==> config.mk <==
export PLATFORM = sky130hd
export DESIGN_NAME = mru_repl_set
export DESIGN_NICKNAME = d
export VERILOG_FILES = /design/src/rtl/mru_repl_pkg.sv /design/src/rtl/mru_next_state.sv /design/src/rtl/mru_victim_pick.sv /design/src/rtl/mru_repl_set.sv
export SDC_FILE = /design/constraint.sdc
export NUM_CORES = 1
export LEC_CHECK = 0
export ABC_AREA = 1
export ABC_CLOCK_PERIOD_IN_PS = 1200
export BUFFER_PORTS_ARGS = -buffer_cell sky130_fd_sc_hd__buf_2
export CORE_MARGIN = 4
export CORE_UTILIZATION = 44
export DETAILED_ROUTE_END_ITERATION = 7
export PLACE_DENSITY = 0.75
export SYNTH_ARGS = -nofsm -noshare
export SYNTH_HDL_FRONTEND = slang
export SYNTH_HIERARCHICAL = 1
export SYNTH_SLANG_ARGS = --single-unit
==> constraint.sdc <==
create_clock -name clk -period 1.2 [get_ports clk]
set_input_delay 0.24 -clock clk [delete_from_list [all_inputs] [get_ports clk]]
set_output_delay 0.24 -clock clk [all_outputs]
set_load 0.03 [all_outputs]
==> src/rtl/mru_repl_pkg.sv <==
package mru_repl_pkg;

   // Upper bound on associativity supported by the shared helpers.
   localparam int unsigned REPL_MAX_WAYS = 32;

   // Index of the lowest set bit; 0 when the vector is empty.
   function automatic int unsigned lowest_one(input logic [REPL_MAX_WAYS-1:0] vec);
      int unsigned idx;
      idx = 0;
      for (int i = REPL_MAX_WAYS - 1; i >= 0; i--) begin
         if (vec[i]) idx = i;
      end
      return idx;
   endfunction

endpackage

==> src/rtl/mru_next_state.sv <==
module mru_next_state #(
   parameter int unsigned WAYS = 12,
   parameter int unsigned WIDX = $clog2(WAYS)
) (
   input  logic [WAYS-1:0] cur_bits,
   input  logic            acc_vld,
   input  logic [WIDX-1:0] acc_way,
   output logic [WAYS-1:0] nxt_bits
);

   logic            way_in_range;
   logic [WAYS-1:0] touch_mask;
   logic [WAYS-1:0] merged;

   generate
      if (WAYS == (1 << WIDX)) begin : g_full_range
         assign way_in_range = 1'b1;
      end else begin : g_part_range
         assign way_in_range = (int'(acc_way) < int'(WAYS));
      end
   endgenerate

   always_comb begin
      touch_mask = '0;
      for (int i = 0; i < int'(WAYS); i++) begin
         touch_mask[i] = (int'(acc_way) == i);
      end
      merged = cur_bits | touch_mask;
      if (!acc_vld || !way_in_range) begin
         nxt_bits = cur_bits;
      end else if (&merged) begin
         nxt_bits = touch_mask;
      end else begin
         nxt_bits = merged;
      end
   end

endmodule

==> src/rtl/mru_victim_pick.sv <==
module mru_victim_pick
   import mru_repl_pkg::*;
#(
   parameter int unsigned WAYS          = 12,
   parameter int unsigned WIDX          = $clog2(WAYS),
   parameter bit          INVALID_FIRST = 1'b1
) (
   input  logic [WAYS-1:0] cur_bits,
   input  logic [WAYS-1:0] valid_mask,
   output logic [WIDX-1:0] victim_way
);

   logic [REPL_MAX_WAYS-1:0] clear_vec;
   logic [WIDX-1:0]          by_flag;

   always_comb begin
      clear_vec = '0;
      clear_vec[WAYS-1:0] = ~cur_bits;
      by_flag = WIDX'(lowest_one(clear_vec));
   end

   generate
      if (INVALID_FIRST) begin : g_inv_first
         logic [REPL_MAX_WAYS-1:0] empty_vec;
         logic [WIDX-1:0]          by_empty;
         always_comb begin
            empty_vec = '0;
            empty_vec[WAYS-1:0] = ~valid_mask;
            by_empty = WIDX'(lowest_one(empty_vec));
            victim_way = (&valid_mask) ? by_flag : by_empty;
         end
      end else begin : g_flag_only
         logic unused_mask;
         assign unused_mask = ^valid_mask;
         assign victim_way  = by_flag;
      end
   endgenerate

endmodule

==> src/rtl/mru_repl_set.sv <==
module mru_repl_set
   import mru_repl_pkg::*;
#(
   parameter int unsigned WAYS          = 12,
   parameter bit          INVALID_FIRST = 1'b1
) (
   input  logic                    clk,
   input  logic                    rst_n,
   input  logic                    acc_vld,
   input  logic [$clog2(WAYS)-1:0] acc_way,
   input  logic [WAYS-1:0]         valid_mask,
   input  logic                    lkp_req,
   output logic                    victim_vld,
   output logic [$clog2(WAYS)-1:0] victim_way,
   output logic [WAYS-1:0]         mru_bits
);

   localparam int unsigned WIDX = $clog2(WAYS);

   generate
      if (WAYS < 2 || WAYS > REPL_MAX_WAYS) begin : g_bad_ways
         $error("mru_repl_set: WAYS out of supported range");
      end
   endgenerate

   logic [WAYS-1:0] state_q;
   logic [WAYS-1:0] state_d;

   mru_next_state #(
      .WAYS (WAYS),
      .WIDX (WIDX)
   ) i_next (
      .cur_bits (state_q),
      .acc_vld  (acc_vld),
      .acc_way  (acc_way),
      .nxt_bits (state_d)
   );

   mru_victim_pick #(
      .WAYS          (WAYS),
      .WIDX          (WIDX),
      .INVALID_FIRST (INVALID_FIRST)
   ) i_pick (
      .cur_bits   (state_q),
      .valid_mask (valid_mask),
      .victim_way (victim_way)
   );

   always_ff @(posedge clk or negedge rst_n) begin
      if (!rst_n) state_q <= '0;
      else        state_q <= state_d;
   end

   assign mru_bits   = state_q;
   assign victim_vld = lkp_req;

endmodule

## After elaboration in Yosys (flattened, before gate mapping)

Index checks and enable logic that the tools add are counted.

- Memory bits (read-only): 0
- Bits in latches: 0
- Memories kept: 0
- RAM bits: 0
- Flip-flop bits (word level): 12

- Multiplexer cells: 26
- Add/sub/neg operators: 0
- Divide/modulo/power cells: 0
- Shift operators: 0
- Eq/ne operators: 11
- Magnitude comparators: 1
- Reduce and logical (&&, ||, !) cells: 6
- $mul: 0
- Bitwise logic cells: 3

Operator list:

| kind | count |
|---|---|
| $mux 4 | 25 |
| $eq 4x4->1 const B | 8 |
| $not 12->12 | 2 |
| $reduce_and 12->1 | 2 |
| $mux 12 | 1 |
| $or 12x12->12 | 1 |
| $eq 4x3->1 const B | 2 |
| $eq 4x2->1 const B | 1 |
| $logic_not 4->1 | 1 |
| $lt 4x4->1 const B | 1 |
| $logic_not 1->1 | 2 |
| $logic_or 1x1->1 | 1 |

## Depth between registers and ports, before layout

Gate-level depths: netlist of run 1.

- Depth in word-level cells: 14
- Gate-level depth with buffers: 13
- Gate-level depth less buffers: 13

## Modules after synthesis

Netlist of run 1, hierarchy kept.

Modules (own cells, without submodules):

| module | cells each | area an instance (um^2) | instances | seq. area each (um^2) |
|---|---|---|---|---|
| mru_next_state | 97 | 499.2 | 1 | 0.0 |
| mru_repl_set | 13 | 307.8 | 1 | 300.3 |
| mru_victim_pick | 58 | 237.7 | 1 | 0.0 |

## Worst setup path after synthesis of run 1

OpenSTA, ideal clock, no wires.

- Kind: reg-to-output
- From: reg state_q[11] (netlist: mru_bits[11])
- To: out victim_way[0]
- Arrival: 1388 ps
- Stages on the path, launching flop included: 14
- Slack: -428 ps
- Required time: 960 ps
- Cells stage by stage: dfrtp_1 inv_1 nand2_1 nand2_1 nand2_1 nand2_1 nand2_1 nand2_1 nand2_1 nand2_1 nand2_1 nand2_1 nand2_1 nand2_1

- Longest elaborated chain between the ends: 14

Ends and longest elaborated chain:

| what | RTL line | text |
|---|---|---|
| start: declaration | mru_repl_set.sv:26 | `logic [WAYS-1:0] state_q;` |
| start signal: assignment | mru_repl_set.sv:51 | `else state_q <= state_d;` |
| $not 12->12 | mru_victim_pick.sv:18 | `clear_vec[WAYS-1:0] = ~cur_bits;` |
| $mux 4 (12 in a row) | mru_repl_pkg.sv:11 | `if (vec[i]) idx = i;` |
| $mux 4 | mru_victim_pick.sv:30 | `victim_way = (&valid_mask) ? by_flag : by_empty;` |
| end: declaration | mru_repl_set.sv:14 | `output logic [$clog2(WAYS)-1:0] victim_way,` |

No other way between the ends.

## Final worst setup path of run 1

Same ends and word-level chain as after synthesis.

==> flow_metrics.tcl, run 1 <==
set metrics [dict create \
    status "finished with violations" \
    violations "negative setup slack" \
    drt_wl_total_um 3730 \
    final_hold_viol_count 0 \
    cts.clk_slew.worst_paths_ns 0.07 \
    fin_skew_ns 0.000527 \
    cts_buffers 3 \
    largest_reg_flops 12 \
    antenna_found_initial 0 \
    clkLatencyLatePin_ns 0.26 \
    final_common_cell "nand2_1" \
    synth_top_area_frac 0.287 \
    whs_ns 0.368 \
    place.gp.congestion 0.837 \
    ir_drop_mv 1.46 \
    max_freq_ghz 0.560 \
    grt.total_usage 0.237 \
    tightest_slew_ns 0.272 \
    ios 37 \
    crit_path_max_fanout 2 \
    cts.htree.levels 1 \
    cp-startpoint "mru_bits[11]$_DFF_PN0_" \
    drtPass1Iterations 4 \
    critPathKind "reg -> out" \
    std_cell_rows 17 \
    cts_max_path_buffers 2 \
    diodes 0 \
    wl_per_cell_um 13.6 \
    grt_pass1_wl_um 6040 \
    r2r.worst_path.cells 11 \
    worst_slack_ns -0.586 \
    crit_end "victim_way[0]" \
    syn_area_mm2 0.00104 \
    drt_iter0_drc 31 \
    synth.yosys.seq_area_share 0.287 \
    crit_required_ns 0.96 \
    fp.dieArea_mm2 0.00322 \
    p_leak_nw 0.995 \
    nets 268 \
    synth.area.top_cells "dfrtp_1, nand2_1, nand2_2" \
    ys_warn_count 6 \
    start_util 0.468 \
    avgSynthCellArea_um2 6.22 \
    dpl.hpwl_um 2530 \
    r2r-start "mru_bits[6]$_DFF_PN0_" \
    power_density_mw_per_mm2 2140 \
    rr_endpoint "mru_bits[11]$_DFF_PN0_" \
    antenna_left 0 \
    finalSetupViolCount 24 \
    dieWidth_um 56.7 \
    die_h_um 56.7 \
    final_cell_mix "nand2_1, nand2_2, buf_6" \
    placeableCoreArea_mm2 0.00223 \
    cts_root_buf "clkbuf_4" \
    maxCapViolations 0 \
    hold_class "in -> async" \
    fin_crit_ns 1.79 \
    slew-limit-headroom 0.818 \
    reg2reg_slack_ns -0.22 \
    rsz0062_at_grt "yes" \
    drive_above_1_share 0.602 \
    stdcell_area_mm2 0.00185 \
    routed_via_density 5.04 \
    dp.cells 262 \
    endpoint_kind "output port" \
    maxSlewViolCount 0 \
    min_period_over_period 1.49 \
    clock-sinks 12 \
    place_area_mm2 0.00156 \
    vias 1382 \
    synth.largest_area_cell "dfrtp_1" \
    portBuffers 34 \
    synthDistinctLibCells 18 \
    area_growth_syn_to_layout_pct 77.1 \
    cp-start-kind "flop" \
    ys_seq_elements 12 \
    grt_max_degree 13 \
    drc 0 \
    overflow 0 \
    fin_cells 274 \
    critPathArrivalTime_ns 1.55 \
    grt_pass1_vias 1361 \
    cts_tree "built" \
    synthCells 168 \
    syn-num-nets 188 \
]
==> metal layers <==
layer | up-vias | wire, um | global-route usage
li1 | 672 | - | -
met1 | 641 | 1430 | 0.271
met2 | 59 | 2010 | 0.437
met3 | 10 | 191 | 0.0207
met4 | 0 | 97 | 0.113
met5 | - | 0 | 0
==> report_power, final <==
part / switching, W / internal [W] / total, W
Sequential: 0.000149 / 0.000603 / 0.000752
Clock: 0.000119 / 0.000116 / 0.000235
Combinational: 0.00153 / 0.00144 / 0.00297
==> stage by stage <==
stage                      util  total power [W]  setup TNS [ns]  setup WS [ns]
final                     0.829          0.00396           -4.67         -0.586
after global routing      0.829          0.00420           -5.97         -0.687
after CTS                 0.778          0.00350           -3.83         -0.545
after detailed placement  0.696          0.00287           -3.48         -0.323
after global placement    0.696          0.00279           -3.15         -0.281
after floorplan               -          0.00196          -0.531         -0.247
==> cells by family after synthesis <==
family | after synthesis | share of synthesized area
buffers and inverters | 23 | 0.0946
AOI/OAI and AO/OA | 7 | 0.0395
DFF | 12 | 0.287
and+or+nand+nor | 126 | 0.578
==> synthesized netlist by cell type (all sizes together) <==
| cell type | instances |
|---|---|
| nand4 | 1 |
| inv | 20 |
| buf | 3 |
| o32ai | 1 |
| a31oi | 2 |
| dfrtp | 12 |
| nor2 | 19 |
| nand2 | 89 |
| a21oi | 1 |
| o21ai | 3 |
| nand3 | 17 |
==> timing repair <==
action	4_1_cts	5_1_grt
hold buffers	1	0
setup buffers	4	6
hold endpoints to repair	12	0
resized for setup	37	29
pin swaps	9	8
cloned	0	0
endpoints found under the setup margin	28	28
==> final cells by class <==
class                      count  area, um^2
clock buffer                   3        22.5
tap                           28        35.0
inverter                      20        75.1
timing repair buffer          78         672
multi-input combinational    133         731
fill                         151         383
sequential                    12         315
==> how the worst min path moves through the flow <==
stage,startpoint,endpoint,slack (ns)
6_report,rst_n,mru_bits[10]$_DFF_PN0_,0.37
5_1_grt,acc_way[0],mru_bits[2]$_DFF_PN0_,0.38
4_1_cts,acc_way[0],mru_bits[2]$_DFF_PN0_,0.35
3_5_place_dp,rst_n,mru_bits[8]$_DFF_PN0_,0.12
3_3_place_gp,rst_n,mru_bits[9]$_DFF_PN0_,0.12
2_1_floorplan,rst_n,mru_bits[0]$_DFF_PN0_,-0.06
==> worst max-delay path, cell delays in order, from the launching register on <==
cell and delay, ns:
dfrtp_2 0.41, inv_2 0.05, nand2_2 0.04, nand2_2 0.07, nand2_2 0.05, nand2_2 0.05
nand2_1 0.04, nand2_1 0.06, nand2_1 0.07, nand2_2 0.07, nand2_2 0.05, nand2_2 0.05
nand2_2 0.06, nand2_4 0.06, buf_6 0.13
Note: power is estimated with default switching activity, not from simulation.
==> run 2: changes to the inputs <==
--- a/config.mk
+++ b/config.mk
@@ -5,11 +5,11 @@
 export SDC_FILE = /design/constraint.sdc
 export NUM_CORES = 1
 export LEC_CHECK = 0
-export ABC_AREA = 1
+export ABC_AREA = 0
 export ABC_CLOCK_PERIOD_IN_PS = 1200
 export BUFFER_PORTS_ARGS = -buffer_cell sky130_fd_sc_hd__buf_2
 export CORE_MARGIN = 4
-export CORE_UTILIZATION = 44
+export CORE_UTILIZATION = 43
 export DETAILED_ROUTE_END_ITERATION = 7
 export PLACE_DENSITY = 0.75
 export SYNTH_ARGS = -nofsm -noshare
==> run 2 against run 1 <==
  * The flow still finishes with violations (negative setup slack)
  * Combinational power rose by 18%
  * Clock skew rose by 0.0098 ns
  * Non-clock buffer count rose by 12
  * Global-route usage rose by 6.5 points
  * Core utilization rose by 10 points
  * First-iteration DRC count rose to 3.8 times the previous value
  * Sequential cell count did not move
  * Critical endpoint unchanged
  * Highest routed layer unchanged
==> flow_metrics.tcl, run 2 <==
set metrics [dict create \
    status "finished with violations" \
    violations "negative setup slack" \
    drt_wl_total_um 5040 \
    min_period_over_period 1.54 \
    synth_top_area_frac 0.322 \
    max_freq_ghz 0.540 \
    final_cell_mix "buf_6, buf_4, buf_2" \
    fp.dieArea_mm2 0.00298 \
    fin_cells 226 \
    final_hold_viol_count 0 \
    combPwrFrac 0.730 \
    clkLatencyLatePin_ns 0.28 \
    grt_pass1_vias 1291 \
    fin_skew_ns 0.0103 \
    dieWidth_um 54.6 \
    syn_area_um2 933 \
    whs_ns 0.309 \
    fin_tns_setup_ns -10.53 \
    p_sw_frac 0.461 \
    placeableCoreArea_mm2 0.00200 \
    std_cell_rows 16 \
    synth-edff-count 0 \
    antenna_found_initial 0 \
    drive_above_1_share 0.638 \
    final_common_cell "buf_6" \
    nets 220 \
    crit_chain "buf_6 -> inv_2 -> o21ai_2 -> a2111oi_4 -> a22o_4 -> buf_6" \
    hold_class "in -> reg" \
    diodes 0 \
    p_switching_w 0.00220 \
    avgSynthCellArea_um2 8.49 \
    crit_required_ns 0.96 \
    ys_warn_count 6 \
    synth.area.top_cells "dfrtp_1, o2bb2ai_1, nand2_1" \
    ys_seq_elements 12 \
    tightest_slew_ns 0.345 \
    synth.largest_area_cell "dfrtp_1" \
    synth.yosys.seq_area_share 0.322 \
    synth_ff_type "dfrtp_1" \
    antenna_left 0 \
    largest_reg_flops 12 \
    internal_power_w 0.00257 \
    maxSlewViolCount 0 \
    critPathArrivalTime_ns 1.61 \
    ir_drop_mv 2.29 \
    grt_max_degree 13 \
    async_reset_ff_frac 1.00 \
    yosysMostFrequentCell "nand2_1" \
    crit_family "compound AO/OA/AOI/OAI gates" \
    cts_root_buf "clkbuf_4" \
    wl_per_cell_um 22.3 \
    cts_max_path_buffers 2 \
    maxCapViolations 0 \
    finalSetupViolCount 28 \
    ios 37 \
    power_density_mw_per_mm2 2560 \
    crit_top_cell "buf_6" \
    cts_buffers 3 \
    cts_tree "built" \
    pwr-share-seq 0.201 \
    crit_buf_inv 3 \
    nFillCells 67 \
    cts.htree.levels 1 \
    crit_path_max_fanout 3 \
    area_growth_syn_to_layout_pct 99.9 \
    clock-sinks 12 \
    drt_iter0_drc 117 \
    critPathSlowestCell "dfrtp_2" \
    start_util 0.466 \
    portBuffers 34 \
    place.gp.congestion 0.871 \
    yosys-top-cells-count "nand2_1, dfrtp_1, o2bb2ai_1, inv_1, nor2_1" \
    overflow 0 \
    drc 0 \
    synthCells 110 \
    slew-limit-headroom 0.770 \
    routed_via_density 6.48 \
    synthDistinctLibCells 37 \
    grt.total_usage 0.302 \
    vias 1465 \
    grt_pass1_wl_um 6230 \
    cts.clk_slew.worst_paths_ns 0.08 \
    rsz0062_at_grt "yes" \
    die_h_um 54.6 \
    fin_crit_ns 1.85 \
    critPathKind "reg -> out" \
    drtPass1Iterations 6 \
    p_leak_nw 0.855 \
    worst_slack_ns -0.653 \
    endpoint_kind "output port" \
    p_clk_frac 0.069 \
    syn-num-nets 130 \
    cpPeakStageDelay_ns 0.43 \
    cp-start-kind "flop" \
    dp.cells 205 \
    dpl.hpwl_um 2870 \
]
run 2: layout make-up:
class	instances	area, um^2	share of cell area
tap	27	33.8	0.0181
clock buffer	4	36.3	0.0195
inverter	8	30.0	0.0161
sequential	12	315	0.169
multi-input combinational	85	674	0.362
timing repair buffer	90	776	0.416
run 2: worst reg2reg max path, stage by stage, from the launching register on:
cell and delay, ns:
dfrtp_2 0.40, buf_6 0.10, nand3b_1 0.08, a211o_1 0.27, a222oi_1 0.28, nand4_1 0.15, buf_6 0.16, buf_4 0.14
o2bb2ai_1 0.13
run 2: cells by family after synthesis:
logic type	share of synthesized area
AND/OR/NAND/NOR	0.273
buffers and inverters	0.0751
multiplexers	0.0228
AO/OA/AOI/OAI	0.307
flip-flops	0.322
run 2: path summary, 6_finish.rpt:
| kind | startpoint | to | slack (ns) | depth (start not counted) |
|---|---|---|---|---|
| worst max-delay path | mru_bits[3]$_DFF_PN0_ | victim_way[0] | -0.65 | 6 |
| worst min-delay path | acc_vld | mru_bits[0]$_DFF_PN0_ | 0.31 | 2 |
| worst max register to register | mru_bits[3]$_DFF_PN0_ | mru_bits[1]$_DFF_PN0_ | -0.63 | 8 |
| worst min register to register | mru_bits[2]$_DFF_PN0_ | mru_bits[2]$_DFF_PN0_ | 0.66 | 2 |
| max in group asynchronous | rst_n | mru_bits[5]$_DFF_PN0_ | 0.57 | 2 |
| min in group asynchronous | rst_n | mru_bits[6]$_DFF_PN0_ | 0.38 | 2 |
run 2: layer usage:
| metal | wire length (um) | share of wire | GRT usage |
|---|---|---|---|
| met5 | 0 | 0 | 0 |
| met4 | 244 | 0.048 | 0.158 |
| met3 | 595 | 0.12 | 0.0817 |
| met2 | 2420 | 0.48 | 0.455 |
| met1 | 1780 | 0.35 | 0.392 |
run 2: power groups by stage:
| stage | Clock [W] | Combinational, W | Sequential (W) |
|---|---|---|---|
| global route | 0.000345 | 0.00363 | 0.000968 |
| floorplan | 0 | 0.000677 | 0.00134 |
| CTS | 0.000327 | 0.00286 | 0.000900 |
| global placement | 0 | 0.00203 | 0.000908 |
| detailed placement | 0 | 0.00207 | 0.000915 |
| finish | 0.000328 | 0.00349 | 0.000960 |
run 2: per-stage QoR:
| stage | area, um^2 | utilization | setup slack, ns | power, W |
|---|---|---|---|---|
| after CTS | 1730 | 0.862 | -0.644 | 0.00408 |
| after global placement | 1440 | 0.718 | -0.613 | 0.00294 |
| after floorplan | 987 | - | -0.539 | 0.00202 |
| after global routing | 1870 | 0.932 | -0.702 | 0.00495 |
| final | 1870 | 0.932 | -0.653 | 0.00478 |
| after detailed placement | 1440 | 0.718 | -0.654 | 0.00298 |
run 2: timing repair:
action	CTS	global route
endpoints found under the setup margin	28	28
pin swaps	4	9
resized for setup	52	25
buffers inserted	11	14
endpoints found under the hold margin	12	0
hold buffers	1	0
==> run 3: changes to the inputs <==
--- a/config.mk
+++ b/config.mk
@@ -11,7 +11,8 @@
 export CORE_MARGIN = 4
 export CORE_UTILIZATION = 43
 export DETAILED_ROUTE_END_ITERATION = 7
-export PLACE_DENSITY = 0.75
+export PLACE_DENSITY_LB_ADDON = 0.08
+export RECOVER_POWER = 50
 export SYNTH_ARGS = -nofsm -noshare
 export SYNTH_HDL_FRONTEND = slang
 export SYNTH_HIERARCHICAL = 1
==> run 3 against run 2 <==
  * Total power down 2.4%
  * Non-clock buffer count is 9 lower
  * The flow still finishes with violations (negative setup slack)
  * Largest power group unchanged
  * Clock skew about the same
  * First-iteration DRC count is 15% lower
  * Critical endpoint is now mru_bits[7]$_DFF_PN0_
  * Clock-buffer cell count shrank 1
  * Core utilization is 4.6 points lower
  * Cell area decreased by 4.9%
==> flow_metrics.tcl, run 3 (same netlist as run 2, synthesis figures left out) <==
set metrics [dict create \
    status "finished with violations" \
    violations "negative setup slack" \
    antenna_left 0 \
    ir_drop_mv 2.46 \
    critPathSlowestCell "or4b_1" \
    r2r-start "mru_bits[10]$_DFF_PN0_" \
    holdPathEnd "mru_bits[0]$_DFF_PN0_" \
    grt_max_degree 13 \
    fin_cells 216 \
    clkLatencyLatePin_ns 0.30 \
    cts_tree "built" \
    place.gp.congestion 0.856 \
    final_cell_mix "buf_4, buf_6, buf_2" \
    maxCapViolations 0 \
    fp.dieArea_mm2 0.00298 \
    post-place-ws_ns -0.635 \
    ios 37 \
    crit_buf_inv 1 \
    tightest_slew_ns 0.679 \
    grt_pass1_vias 1185 \
    clock-sinks 12 \
    cpPeakStageDelay_ns 0.49 \
    cts.clk_slew.worst_paths_ns 0.09 \
    endpoint_kind "flop" \
    min_path_cells 2 \
    grt.total_usage 0.290 \
    grt_pass1_wl_um 6080 \
    nFillCells 93 \
    slew-limit-headroom 0.548 \
    overflow 0 \
    drc 0 \
    cts.htree.levels 1 \
    final_common_cell "buf_4" \
    cp-startpoint "mru_bits[10]$_DFF_PN0_" \
    drt_wl_total_um 4820 \
    placeableCoreArea_mm2 0.00200 \
    finalSetupViolCount 26 \
    antenna_found_initial 0 \
    crit_cells 6 \
    power_density_mw_per_mm2 2630 \
    start_util 0.466 \
    drtPass1Iterations 5 \
    crit_required_ns 1.36 \
    whs_ns 0.309 \
    min_period_over_period 1.62 \
    r2r.worst_path.cells 6 \
    cp-start-kind "flop" \
    routed_via_density 6.60 \
    rr_endpoint "mru_bits[7]$_DFF_PN0_" \
    drive_above_1_share 0.619 \
    dp.cells 199 \
    critPathKind "reg -> reg" \
    dieWidth_um 54.6 \
    maxSlewViolCount 0 \
    wl_per_cell_um 22.3 \
    diodes 0 \
    final_hold_viol_count 0 \
    reg2reg_slack_ns -0.74 \
    p_leak_nw 0.792 \
    crit_chain "mux2i_1 -> or4b_1 -> a21oi_1 -> nand4_1 -> buf_6 -> o2bb2ai_1" \
    fin_crit_ns 1.94 \
    rsz0062_at_grt "yes" \
    cts_buffers 3 \
    portBuffers 34 \
    worst_slack_ns -0.744 \
    hold_start "acc_vld" \
    drt_iter0_drc 99 \
    largest_reg_flops 12 \
    area_growth_syn_to_layout_pct 90.1 \
    fin_skew_ns 0.0103 \
    hold_class "in -> reg" \
    nets 211 \
    std_cell_rows 16 \
    dpl.hpwl_um 2670 \
    cts_root_buf "clkbuf_4" \
    die_h_um 54.6 \
    crit_family "simple AND/OR/NAND/NOR gates" \
    vias 1426 \
    critPathArrivalTime_ns 2.11 \
    max_freq_ghz 0.515 \
    p_total_w 0.00466 \
    cts_max_path_buffers 2 \
    crit_path_max_fanout 9 \
]
run 3: layout make-up:
type / instances / area, um^2 / share of cell area
flip-flops and latches: 12 / 315 / 0.178
multi-input cells: 85 / 708 / 0.399
repair buffers: 81 / 664 / 0.374
clock buffers: 3 / 22.5 / 0.0127
inverters: 8 / 30.0 / 0.0169
well taps: 27 / 33.8 / 0.0190
run 3: worst max-delay path by stage:
stage,to
after floorplan,mru_bits[8]$_DFF_PN0_
after global placement,mru_bits[10]$_DFF_PN0_
after detailed placement,mru_bits[11]$_DFF_PN0_
after CTS,victim_way[0]
after global routing,mru_bits[7]$_DFF_PN0_
final,mru_bits[7]$_DFF_PN0_
run 3: routing by layer:
layer | vias up | share of wire | global-route usage
met5 | - | 0 | 0
met2 | 130 | 0.45 | 0.486
met4 | 0 | 0.060 | 0.0705
met3 | 40 | 0.12 | 0.0381
li1 | 586 | - | -
met1 | 670 | 0.37 | 0.391
run 3: report_power, final:
part	internal [W]	switching, W
Combinational	0.00158	0.00183
Sequential	0.000645	0.000323
Clock	0.000117	0.000161
run 3: stage by stage:
stage	util	cell area, um^2	TNS, ns
after CTS	0.814	1630	-8.57
after global placement	0.696	1390	-8.12
final	0.886	1770	-11.83
after global routing	0.886	1770	-12.53
after floorplan	-	987	-6.49
after detailed placement	0.696	1390	-8.65
run 3: timing repair:
action                                 CTS  global route
gates resized for setup                 46            19
setup buffers                            6             7
setup endpoints to repair               24            26
endpoints found under the hold margin   12             0
hold buffers                             1             0
pin swaps                               13             8
